[config.mk]
export PLATFORM = sky130hd
export DESIGN_NAME = cyc5_counter
export DESIGN_NICKNAME = d
export VERILOG_FILES = /design/src/rtl/cyc5_pkg.sv /design/src/rtl/cyc5_ctrl.sv /design/src/rtl/cyc5_next.sv /design/src/rtl/cyc5_state_reg.sv /design/src/rtl/cyc5_counter.sv
export SDC_FILE = /design/constraint.sdc
export NUM_CORES = 1
export LEC_CHECK = 0
export CAP_MARGIN = 10
export CELL_PAD_IN_SITES_DETAIL_PLACEMENT = 0
export CELL_PAD_IN_SITES_GLOBAL_PLACEMENT = 1
export CORE_AREA = 2 2 39 41
export CTS_BUF_LIST = sky130_fd_sc_hd__clkbuf_4 sky130_fd_sc_hd__clkbuf_8
export CTS_CLUSTER_DIAMETER = 100
export CTS_CLUSTER_SIZE = 10
export DETAILED_ROUTE_END_ITERATION = 6
export DIE_AREA = 0 0 41 43
export PLACE_DENSITY_LB_ADDON = 0.1
export SLEW_MARGIN = 20
export SYNTH_ARGS = -nofsm -noshare
export SYNTH_HDL_FRONTEND = slang
export SYNTH_HIERARCHICAL = 1
export SYNTH_SLANG_ARGS = --single-unit
export TNS_END_PERCENT = 20
[constraint.sdc]
create_clock -name clk_i -period 1.6 [get_ports clk_i]
set_input_delay 0.24 -clock clk_i [delete_from_list [all_inputs] [get_ports clk_i]]
set_output_delay 0.24 -clock clk_i [all_outputs]
set_load 0.005 [all_outputs]
[src/rtl/cyc5_pkg.sv]
package cyc5_pkg;

   // Default geometry: three state bits, five codes in the loop.
   localparam int unsigned CYC_STATE_W = 3;
   localparam int unsigned CYC_SEQ_LEN = 5;

   // Loop codes packed with entry 0 in the low bits: 0, 3, 5, 7, 6.
   localparam logic [CYC_SEQ_LEN*CYC_STATE_W-1:0] CYC_SEQ_DFLT =
      {3'd6, 3'd7, 3'd5, 3'd3, 3'd0};

   // Per-edge action chosen from the control inputs.
   typedef enum logic [1:0] {
      ACT_HOLD  = 2'd0,
      ACT_STEP  = 2'd1,
      ACT_LOAD  = 2'd2,
      ACT_CLEAR = 2'd3
   } cyc_act_e;

endpackage

[src/rtl/cyc5_ctrl.sv]
module cyc5_ctrl
   import cyc5_pkg::*;
(
   input  logic     rst_i,
   input  logic     en_i,
   input  logic     ld_i,
   output cyc_act_e act_o
);

   // Priority order: clear, then load, then step, then hold.
   always_comb begin
      if (rst_i)      act_o = ACT_CLEAR;
      else if (ld_i)  act_o = ACT_LOAD;
      else if (en_i)  act_o = ACT_STEP;
      else            act_o = ACT_HOLD;
   end

endmodule

[src/rtl/cyc5_next.sv]
module cyc5_next #(
   parameter int unsigned W       = 3,
   parameter int unsigned LEN     = 5,
   parameter logic [LEN*W-1:0] SEQ = '0,
   parameter logic [W-1:0] RECOVER = '0
) (
   input  logic [W-1:0] cur_i,
   output logic [W-1:0] nxt_o,
   output logic         wrap_o,
   output logic         known_o
);

   logic [LEN-1:0] hit;

   // One comparator per loop entry.
   generate
      for (genvar i = 0; i < LEN; i++) begin : g_hit
         assign hit[i] = (cur_i == SEQ[i*W +: W]);
      end
   endgenerate

   // Elaboration check: every loop code appears only once.
   generate
      for (genvar a = 0; a < LEN; a++) begin : g_dup_a
         for (genvar b = a + 1; b < LEN; b++) begin : g_dup_b
            if (SEQ[a*W +: W] == SEQ[b*W +: W]) begin : g_dup_err
               $error("cyc5_next: loop code listed twice");
            end
         end
      end
   endgenerate

   // Successor lookup. A code off the loop goes to the recovery code.
   always_comb begin
      nxt_o   = RECOVER;
      wrap_o  = 1'b0;
      known_o = |hit;
      for (int k = 0; k < LEN; k++) begin
         if (hit[k]) begin
            nxt_o  = SEQ[((k + 1) % LEN) * W +: W];
            wrap_o = (k == LEN - 1);
         end
      end
   end

   // Distinct codes mean at most one comparator fires.
   always_comb begin
      onehot_hit_chk: assert ($onehot0(hit));
   end

endmodule

[src/rtl/cyc5_state_reg.sv]
module cyc5_state_reg
   import cyc5_pkg::*;
#(
   parameter int unsigned W = 3,
   parameter logic [W-1:0] RST_CODE = '0
) (
   input  logic         clk_i,
   input  cyc_act_e     act_i,
   input  logic [W-1:0] load_val_i,
   input  logic [W-1:0] step_val_i,
   input  logic         step_wrap_i,
   output logic [W-1:0] state_o,
   output logic         wrap_o
);

   always_ff @(posedge clk_i) begin
      unique case (act_i)
         ACT_CLEAR: begin
            state_o <= RST_CODE;
            wrap_o  <= 1'b0;
         end
         ACT_LOAD: begin
            state_o <= load_val_i;
            wrap_o  <= 1'b0;
         end
         ACT_STEP: begin
            state_o <= step_val_i;
            wrap_o  <= step_wrap_i;
         end
         default: begin
            wrap_o  <= 1'b0;
         end
      endcase
   end

endmodule

[src/rtl/cyc5_counter.sv]
module cyc5_counter
   import cyc5_pkg::*;
#(
   parameter int unsigned STATE_W = CYC_STATE_W,
   parameter int unsigned SEQ_LEN = CYC_SEQ_LEN,
   parameter logic [SEQ_LEN*STATE_W-1:0] SEQ_CODES = CYC_SEQ_DFLT,
   parameter logic [STATE_W-1:0] RECOVER_CODE = '0
) (
   input  logic               clk_i,
   input  logic               rst_i,
   input  logic               en_i,
   input  logic               ld_i,
   input  logic [STATE_W-1:0] ld_val_i,
   output logic [STATE_W-1:0] state_o,
   output logic               wrap_o
);

   localparam logic [STATE_W-1:0] FIRST_CODE  = SEQ_CODES[0 +: STATE_W];
   localparam logic [STATE_W-1:0] SECOND_CODE = SEQ_CODES[STATE_W +: STATE_W];
   localparam logic [STATE_W-1:0] LAST_CODE   = SEQ_CODES[(SEQ_LEN-1)*STATE_W +: STATE_W];

   function automatic bit code_listed(input logic [STATE_W-1:0] c);
      bit found = 1'b0;
      for (int i = 0; i < SEQ_LEN; i++)
         if (SEQ_CODES[i*STATE_W +: STATE_W] == c) found = 1'b1;
      return found;
   endfunction

   // Elaboration checks on the loop parameters.
   generate
      if (SEQ_LEN < 2) begin : g_len_err
         $error("cyc5_counter: loop needs at least two codes");
      end
      if (SEQ_LEN > (1 << STATE_W)) begin : g_fit_err
         $error("cyc5_counter: loop longer than the code space");
      end
      if (!code_listed(RECOVER_CODE)) begin : g_rec_err
         $error("cyc5_counter: recovery code must lie on the loop");
      end
   endgenerate

   cyc_act_e           act;
   logic [STATE_W-1:0] step_val;
   logic               step_wrap;
   logic               seq_known;

   cyc5_ctrl u_ctrl (
      .rst_i (rst_i),
      .en_i  (en_i),
      .ld_i  (ld_i),
      .act_o (act)
   );

   cyc5_next #(
      .W       (STATE_W),
      .LEN     (SEQ_LEN),
      .SEQ     (SEQ_CODES),
      .RECOVER (RECOVER_CODE)
   ) u_next (
      .cur_i   (state_o),
      .nxt_o   (step_val),
      .wrap_o  (step_wrap),
      .known_o (seq_known)
   );

   cyc5_state_reg #(
      .W        (STATE_W),
      .RST_CODE (FIRST_CODE)
   ) u_reg (
      .clk_i       (clk_i),
      .act_i       (act),
      .load_val_i  (ld_val_i),
      .step_val_i  (step_val),
      .step_wrap_i (step_wrap),
      .state_o     (state_o),
      .wrap_o      (wrap_o)
   );


   reset_clear_chk: assert property (@(posedge clk_i)
      rst_i |=> (state_o == FIRST_CODE && !wrap_o));


   first_step_chk: assert property (@(posedge clk_i) disable iff (rst_i)
      (en_i && !ld_i && state_o == FIRST_CODE) |=> (state_o == SECOND_CODE));


   hold_chk: assert property (@(posedge clk_i) disable iff (rst_i)
      (!en_i && !ld_i) |=> ($stable(state_o) && !wrap_o));


   load_chk: assert property (@(posedge clk_i) disable iff (rst_i)
      ld_i |=> (state_o == $past(ld_val_i) && !wrap_o));


   recover_chk: assert property (@(posedge clk_i) disable iff (rst_i)
      (en_i && !ld_i && !seq_known) |=> (state_o == RECOVER_CODE && !wrap_o));


   wrap_set_chk: assert property (@(posedge clk_i) disable iff (rst_i)
      (en_i && !ld_i && state_o == LAST_CODE) |=> (wrap_o && state_o == FIRST_CODE));


   wrap_src_chk: assert property (@(posedge clk_i) disable iff (rst_i)
      wrap_o |-> ($past(state_o) == LAST_CODE && $past(en_i) && !$past(ld_i)));

endmodule

# Word level (Yosys, flattened, before mapping)
# Index checks and enable logic that the tools add are counted.
# classes
muxes	10
eq_ne	7
reduce_logical	2
# ops
cell	n
3-bit two-way mux	4
3-bit == test, second input constant	3
3-bit one-hot mux with 3 select lines	1
2-bit two-way mux	3
2-bit == test, second input constant	2
3-bit by 2-bit == test with 1-bit output, second input constant	1
3-bit logical NOT	1
3-bit nonzero test	1
2-bit by 1-bit == test with 1-bit output, second input constant	1
1-bit two-way mux	2
# word_totals
elab_cells	21
ff_bits	4

# Logic depth before layout (Yosys ltp)
# Gate-level depths: netlist (run 1).
# depth
word_depth	7
ltp_mapped	6
depth_no_buf	6

# Cells and area by module
# Netlist (run 1), hierarchy kept.
# by_module_without_submodules
module	area_per_inst_um2	cells_per_inst	n_inst
cyc5_state_reg	207.7	17	1
cyc5_next	62.6	9	1
cyc5_ctrl	17.5	3	1

# Worst setup path before layout (run 1)
# Ideal clock, no wire load.
# synth_path
path_type	register to register
startpoint	reg u_reg.state_o[1]
endpoint	reg u_reg.state_o[0] (data pin)
path_stages_with_launch	5
setup_time_ns	0.258
synth_period_minus_slack_ns	1.208
slack_ns	0.392
arrival_ns	0.951
cell_sequence	edfxtp_1 xor2_1 o21ai_0 a22oi_1 nor2b_1
# synth_via
elab_chain_len	7
word_cells_on_any_way	11
# synth_rtl
item	line	source
start: declaration	cyc5_state_reg.sv:12	output logic [W-1:0] state_o,
start signal: assignment	cyc5_state_reg.sv:23	state_o <= load_val_i;
start signal: assignment	cyc5_state_reg.sv:27	state_o <= step_val_i;
3-bit logical NOT	cyc5_next.sv:18	assign hit[i] = (cur_i == SEQ[i*W +: W]);
2-bit two-way mux	cyc5_next.sv:39	if (hit[k]) begin
3-bit two-way mux (3 in a row)	cyc5_next.sv:39	
3-bit two-way mux *	cyc5_next.sv:39	
named net step_val[0]	cyc5_counter.sv:43	logic [STATE_W-1:0] step_val;
3-bit one-hot mux with 3 select lines *	cyc5_state_reg.sv:17	unique case (act_i)
# The timed path passes the listed nets; every way through them passes the cells marked *.
# A chain may end at the register's enable or synchronous reset.

# Worst setup path in the final report (run 1)
# layout_path
startpoint	reg u_reg.state_o[0]
endpoint	out state_o[0]
# layout_lines
item	line	source
end: declaration	cyc5_counter.sv:14	output logic [STATE_W-1:0] state_o,
# No word-level cell between the ends.

==> flow_summary.toml, run 1 <==
[run_status]
status = "finished clean"

[sta]
report.final.hold_viol_count = 0
maxSlewViolCount = 0
fmax_mhz = 678.3
slew_headroom = 0.8508
tightest_slew_ns = 0.2239
period_minus_slack_ns = 1.474
fin_skew_ns = 0.002139
finalCritPeriodShare = 0.9214
setup_viol = 0
rsz0062_at_grt = "false"

[power]
total_power_w = 0.0003547
p_leak_nw = 0.1950
peakVddDrop_uv = 278.2
p_per_area_mw_per_mm2 = 814.6

[yosys]
yosys_warnings = 6
syn_nets = 37
syn_avg_cell_area_um2 = 10.29
syn_area_um2 = 277.8
syn_inst = 27

[grt]
use_met1 = 0.06818
grt_max_degree = 8
grt_use_total = 0.08157
overflow = 0
grt_pass1_wl_um = 917
met3_usage = 0.03141
grt_pass1_vias = 235
grtUsageMet2 = 0.1406
antenna_found_initial = 0
grt_busiest_layer = "met2"

[die]
start_util = 0.2007
die_h_um = 43
core_area_mm2 = 0.001384
die_area_mm2 = 0.001763
ios = 11
fp.dieW_um = 41
rows = 14

[clock_network]
ctsHtreeMaxLevel = 1
cts.sinks = 4
cts.clk_slew.worst_paths_ns = 0.04
cts_setup_buffers = 0
cts_tree = "yes"
clk_latency_ns = 0.24
holdBufCountCts = 0
cts_resized = 0
cts-root-buf = "clkbuf_4"
numCtsBuffers = 3
clock_path_buffers = 2

[job]
drv_cap = 0

[drt]
drt-wirelength-per-cell_um = 9.000
wl_um = 522
drtPass1Iterations = 1
vias = 249
ant_nets = 0
drt_iter0_markers = 0
drc = 0
avgViaCountPerCell = 4.293

[placed_design]
place_congestion = 0.6098
dp.cells = 54
dp_hpwl_um = 452.3
numPortBuffers = 10

[worst_setup_path]
reg2reg_slack_ns = 0.33
worstPathArrival_ns = 1.23
cp_top_family = "buffers and inverters"
critPathLaunchType = "flip-flop"
max_stage_delay_ns = 0.54
cp_num_buf_inv = 1
cp-end-kind = "primary output"
critical_path_class = "flip-flop to primary output"
path_max_fanout = 7
crit_required_ns = 1.36
worstPathCellList = "clkdlybuf4s50_1"
cp_slowest_cell = "clkdlybuf4s50_1"

[finish]
drive_above_1_share = 0.1905
num_antenna_cells = 0
final_net_count = 53
layoutNonFillerInstCount = 58
synthToLayoutAreaGrowth_pct = 56.76

[worst_hold_path]
hp-class = "input pin to flip-flop"
tightest hold or removal path: stages:
cell and delay, ns:
clkdlybuf4s50_1 0.45, a22oi_1 0.06, nor2b_1 0.11
cell type report:
type | count | area (um^2)
flip-flops and latches | 4 | 110.1
fillers | 151 | 948.4
well taps | 16 | 20.02
clock buffers | 4 | 30.03
inverters | 4 | 15.01
repair buffers | 11 | 107.6
multi-input cells | 19 | 152.6
state kept, by name, summed over array words and instances (netlist names):
register	cells
u_reg/state_o	3
u_reg/wrap_o	1
cells in the final DEF (no fill, tap or decap), drive strengths merged:
cell,instances
inv,4
dfxtp,1
clkbuf,4
clkdlybuf4s50,10
a21o,2
nor3,1
a22oi,3
nand3b,1
nor2b,3
o21a,1
ha,3
and3b,1
buf,1
o21ai,1
xor2,1
edfxtp,3
and2,1
or2,1
worst paths after layout:
check                                           startpoint                    endpoint  cells after the start
worst max-delay path            u_reg/state_o[0]$_DFFE_PP_                  state_o[0]                      1
worst min-delay path                           ld_val_i[2]  u_reg/state_o[2]$_DFFE_PP_                      3
worst max register to register  u_reg/state_o[0]$_DFFE_PP_  u_reg/state_o[0]$_DFFE_PP_                      4
worst min register to register  u_reg/state_o[1]$_DFFE_PP_     u_reg/wrap_o$_SDFF_PP0_                      2
routing by layer:
| metal | routed length [um] | part of all wire |
|---|---|---|
| met1 | 189 | 0.36 |
| met2 | 281 | 0.54 |
| met3 | 34 | 0.065 |
| met4 | 17 | 0.033 |
| met5 | 0 | 0 |
metrics by stage:
stage	util	worst slack [ns]	hold WS [ns]	TNS, ns	instance area, um^2
after floorplan	-	0.4386	0.4869	0	277.8
after global placement	0.2929	-0.09764	0.7629	-0.2764	405.4
after detailed placement	0.2929	-0.1327	0.7777	-0.3721	405.4
after CTS	0.3146	0.1108	0.7475	0	435.4
after global routing	0.3146	0.05616	0.7813	0	435.4
final	0.3146	0.1258	0.7512	0	435.4
report_power, final:
group / total (W) / internal (W) / switching (W)
Sequential: 0.000131 / 0.000120 / 0.0000105
Clock: 0.000154 / 0.000111 / 0.0000438
Combinational: 0.0000698 / 0.0000461 / 0.0000236
Total: 0.000355 / 0.000277 / 0.0000779
No activity file was read; power rests on OpenSTA's default activity.
==> run 2: changes to the inputs <==
--- a/config.mk
+++ b/config.mk
@@ -5,11 +5,10 @@
 export SDC_FILE = /design/constraint.sdc
 export NUM_CORES = 1
 export LEC_CHECK = 0
-export CAP_MARGIN = 10
 export CELL_PAD_IN_SITES_DETAIL_PLACEMENT = 0
 export CELL_PAD_IN_SITES_GLOBAL_PLACEMENT = 1
 export CORE_AREA = 2 2 39 41
-export CTS_BUF_LIST = sky130_fd_sc_hd__clkbuf_4 sky130_fd_sc_hd__clkbuf_8
+export CTS_BUF_LIST = sky130_fd_sc_hd__clkbuf_8 sky130_fd_sc_hd__clkbuf_16
 export CTS_CLUSTER_DIAMETER = 100
 export CTS_CLUSTER_SIZE = 10
 export DETAILED_ROUTE_END_ITERATION = 6
==> run 2 against run 1 <==
Power grew 18%; clock power grew 41%; cell area grew 3.4%; sequential power is essentially flat.
==> flow_summary.toml, run 2 (synthesized netlist as in run 1, its figures left out) <==
[run_status]
status = "finished clean"

[clock_network]
cts_tree = "yes"
cts_resized = 0
clock_path_buffers = 2
numCtsBuffers = 3
cts_setup_buffers = 0
holdBufCountCts = 0
cts.clk_slew.worst_paths_ns = 0.03
clk_latency_ns = 0.22
ctsHtreeMaxLevel = 1
cts-root-buf = "clkbuf_8"
cts.sinks = 4

[placed_design]
numPortBuffers = 10
post-place-ws_ns = -0.1327
place_congestion = 0.6098
dp_hpwl_um = 452.3

[power]
p_leak_nw = 0.2035
total_power_w = 0.0004174
p_per_area_mw_per_mm2 = 926.6
peakVddDrop_uv = 302.0

[sta]
setup_viol = 0
worst_slack_ns = 0.1042
fin_skew_ns = 0.001938
period_minus_slack_ns = 1.496
tightest_slew_ns = 0.2234
slew_headroom = 0.8511
rsz0062_at_grt = "false"
maxSlewViolCount = 0
finalCritPeriodShare = 0.9349
report.final.hold_viol_count = 0
fmax_mhz = 668.5

[finish]
largest_reg_flops = 3
largest_registers = "u_reg/state_o: 3 flops, u_reg/wrap_o: 1 flops"
regMostFlops = "u_reg/state_o"
synthToLayoutAreaGrowth_pct = 62.16
drive_above_1_share = 0.1667
num_antenna_cells = 0
regArea_um2 = 110.1
final_common_cell = "clkdlybuf4s50_1"
final_cell_mix = "10 x clkdlybuf4s50_1, 5 x inv_1"
final_net_count = 53
multi_input_area_um2 = 152.6
fillers = 152

[die]
start_util = 0.2007
core_area_mm2 = 0.001384
fp.dieW_um = 41
rows = 14
die_h_um = 43
die_area_mm2 = 0.001763
ios = 11

[worst_setup_path]
crit_required_ns = 1.56
max_stage_delay_ns = 0.47
cp_slowest_cell = "clkdlybuf4s50_1"
worstPathCellList = "clkdlybuf4s50_1, inv_1, a21o_1, ha_1, a22oi_1, nor2b_1"
critical_path_class = "input pin to flip-flop"
worstPathArrival_ns = 1.46
cp-end-kind = "flip-flop"
r2r-start = "u_reg/state_o[1]$_DFFE_PP_"
reg2reg_slack_ns = 0.33
critPathLaunchType = "input pin"
r2r_end = "u_reg/state_o[0]$_DFFE_PP_"
r2r_cells = 4
path_max_fanout = 4

[worst_hold_path]
min_from = "ld_val_i[2]"
hp-class = "input pin to flip-flop"
min_path_cells = 3
whs_endpoint = "u_reg/state_o[2]$_DFFE_PP_"

[drt]
vias = 251
ant_nets = 0
avgViaCountPerCell = 4.328
drtPass1Iterations = 1
drt_iter0_markers = 0
drc = 0
drt-wirelength-per-cell_um = 9.224
wl_um = 535

[grt]
antenna_found_initial = 0
grt_max_degree = 8
grt_use_total = 0.08157
grt_busiest_layer = "met2"
grtUsageMet2 = 0.1406
overflow = 0
use_met1 = 0.06818
grt_pass1_vias = 237
grt_pass1_wl_um = 910
met3_usage = 0.03141

[job]
drv_cap = 0
==> run 2: cell types whose count changed in the layout (fill, tap and decap cells not counted), sizes merged <==
cell / change
clkbuf: -1
inv: +1
==> run 2: cell type report <==
class / instances / area share
Tap cell: 16 / 0.04444
Sequential cell: 4 / 0.2444
Clock inverter: 1 / 0.008333
Timing Repair Buffer: 11 / 0.2389
Inverter: 4 / 0.03333
Multi-Input combinational cell: 19 / 0.3389
Clock buffer: 3 / 0.09167
==> run 2: power by group <==
part / internal [W] / total (W) / switching, W
logic: 0.0000461 / 0.0000699 / 0.0000237
registers: 0.000120 / 0.000131 / 0.0000107
clock network: 0.000164 / 0.000217 / 0.0000530
total: 0.000330 / 0.000417 / 0.0000874
==> run 2: worst max-delay path, delay by kind of cell <==
kind | cells | cell delay (ns)
AOI/OAI and AO/OA | 2 | 0.39
and+or+nand+nor | 1 | 0.07
buffers and inverters | 2 | 0.51
adders and majority gates | 1 | 0.25
==> run 2: how the worst max path moves through the flow <==
stage	start	slack, ns	end
2_1_floorplan	u_reg/state_o[1]$_DFFE_PP_	0.44	u_reg/state_o[0]$_DFFE_PP_
3_3_place_gp	ld_i	-0.1	u_reg/state_o[0]$_DFFE_PP_
3_5_place_dp	ld_i	-0.13	u_reg/state_o[0]$_DFFE_PP_
4_1_cts	ld_i	0.1	u_reg/state_o[0]$_DFFE_PP_
5_1_grt	ld_i	0.03	u_reg/state_o[0]$_DFFE_PP_
6_report	ld_i	0.10	u_reg/state_o[0]$_DFFE_PP_
==> run 2: through the flow <==
step	hold slack [ns]	area (um^2)	util	cells	setup TNS, ns
floorplan	0.4869	277.8	-	27	0
global placement	0.7629	405.4	0.2929	54	-0.2764
detailed placement	0.7777	405.4	0.2929	54	-0.3721
CTS	0.7709	450.4	0.3255	58	0
global route	0.8015	450.4	0.3255	58	0
finish	0.7707	450.4	0.3255	58	0
==> run 2: per-layer routing <==
metal / part of all wire / vias up
met5: 0 / -
met4: 0.026 / 0
met3: 0.062 / 3
met2: 0.53 / 10
met1: 0.38 / 115
li1: - / 123
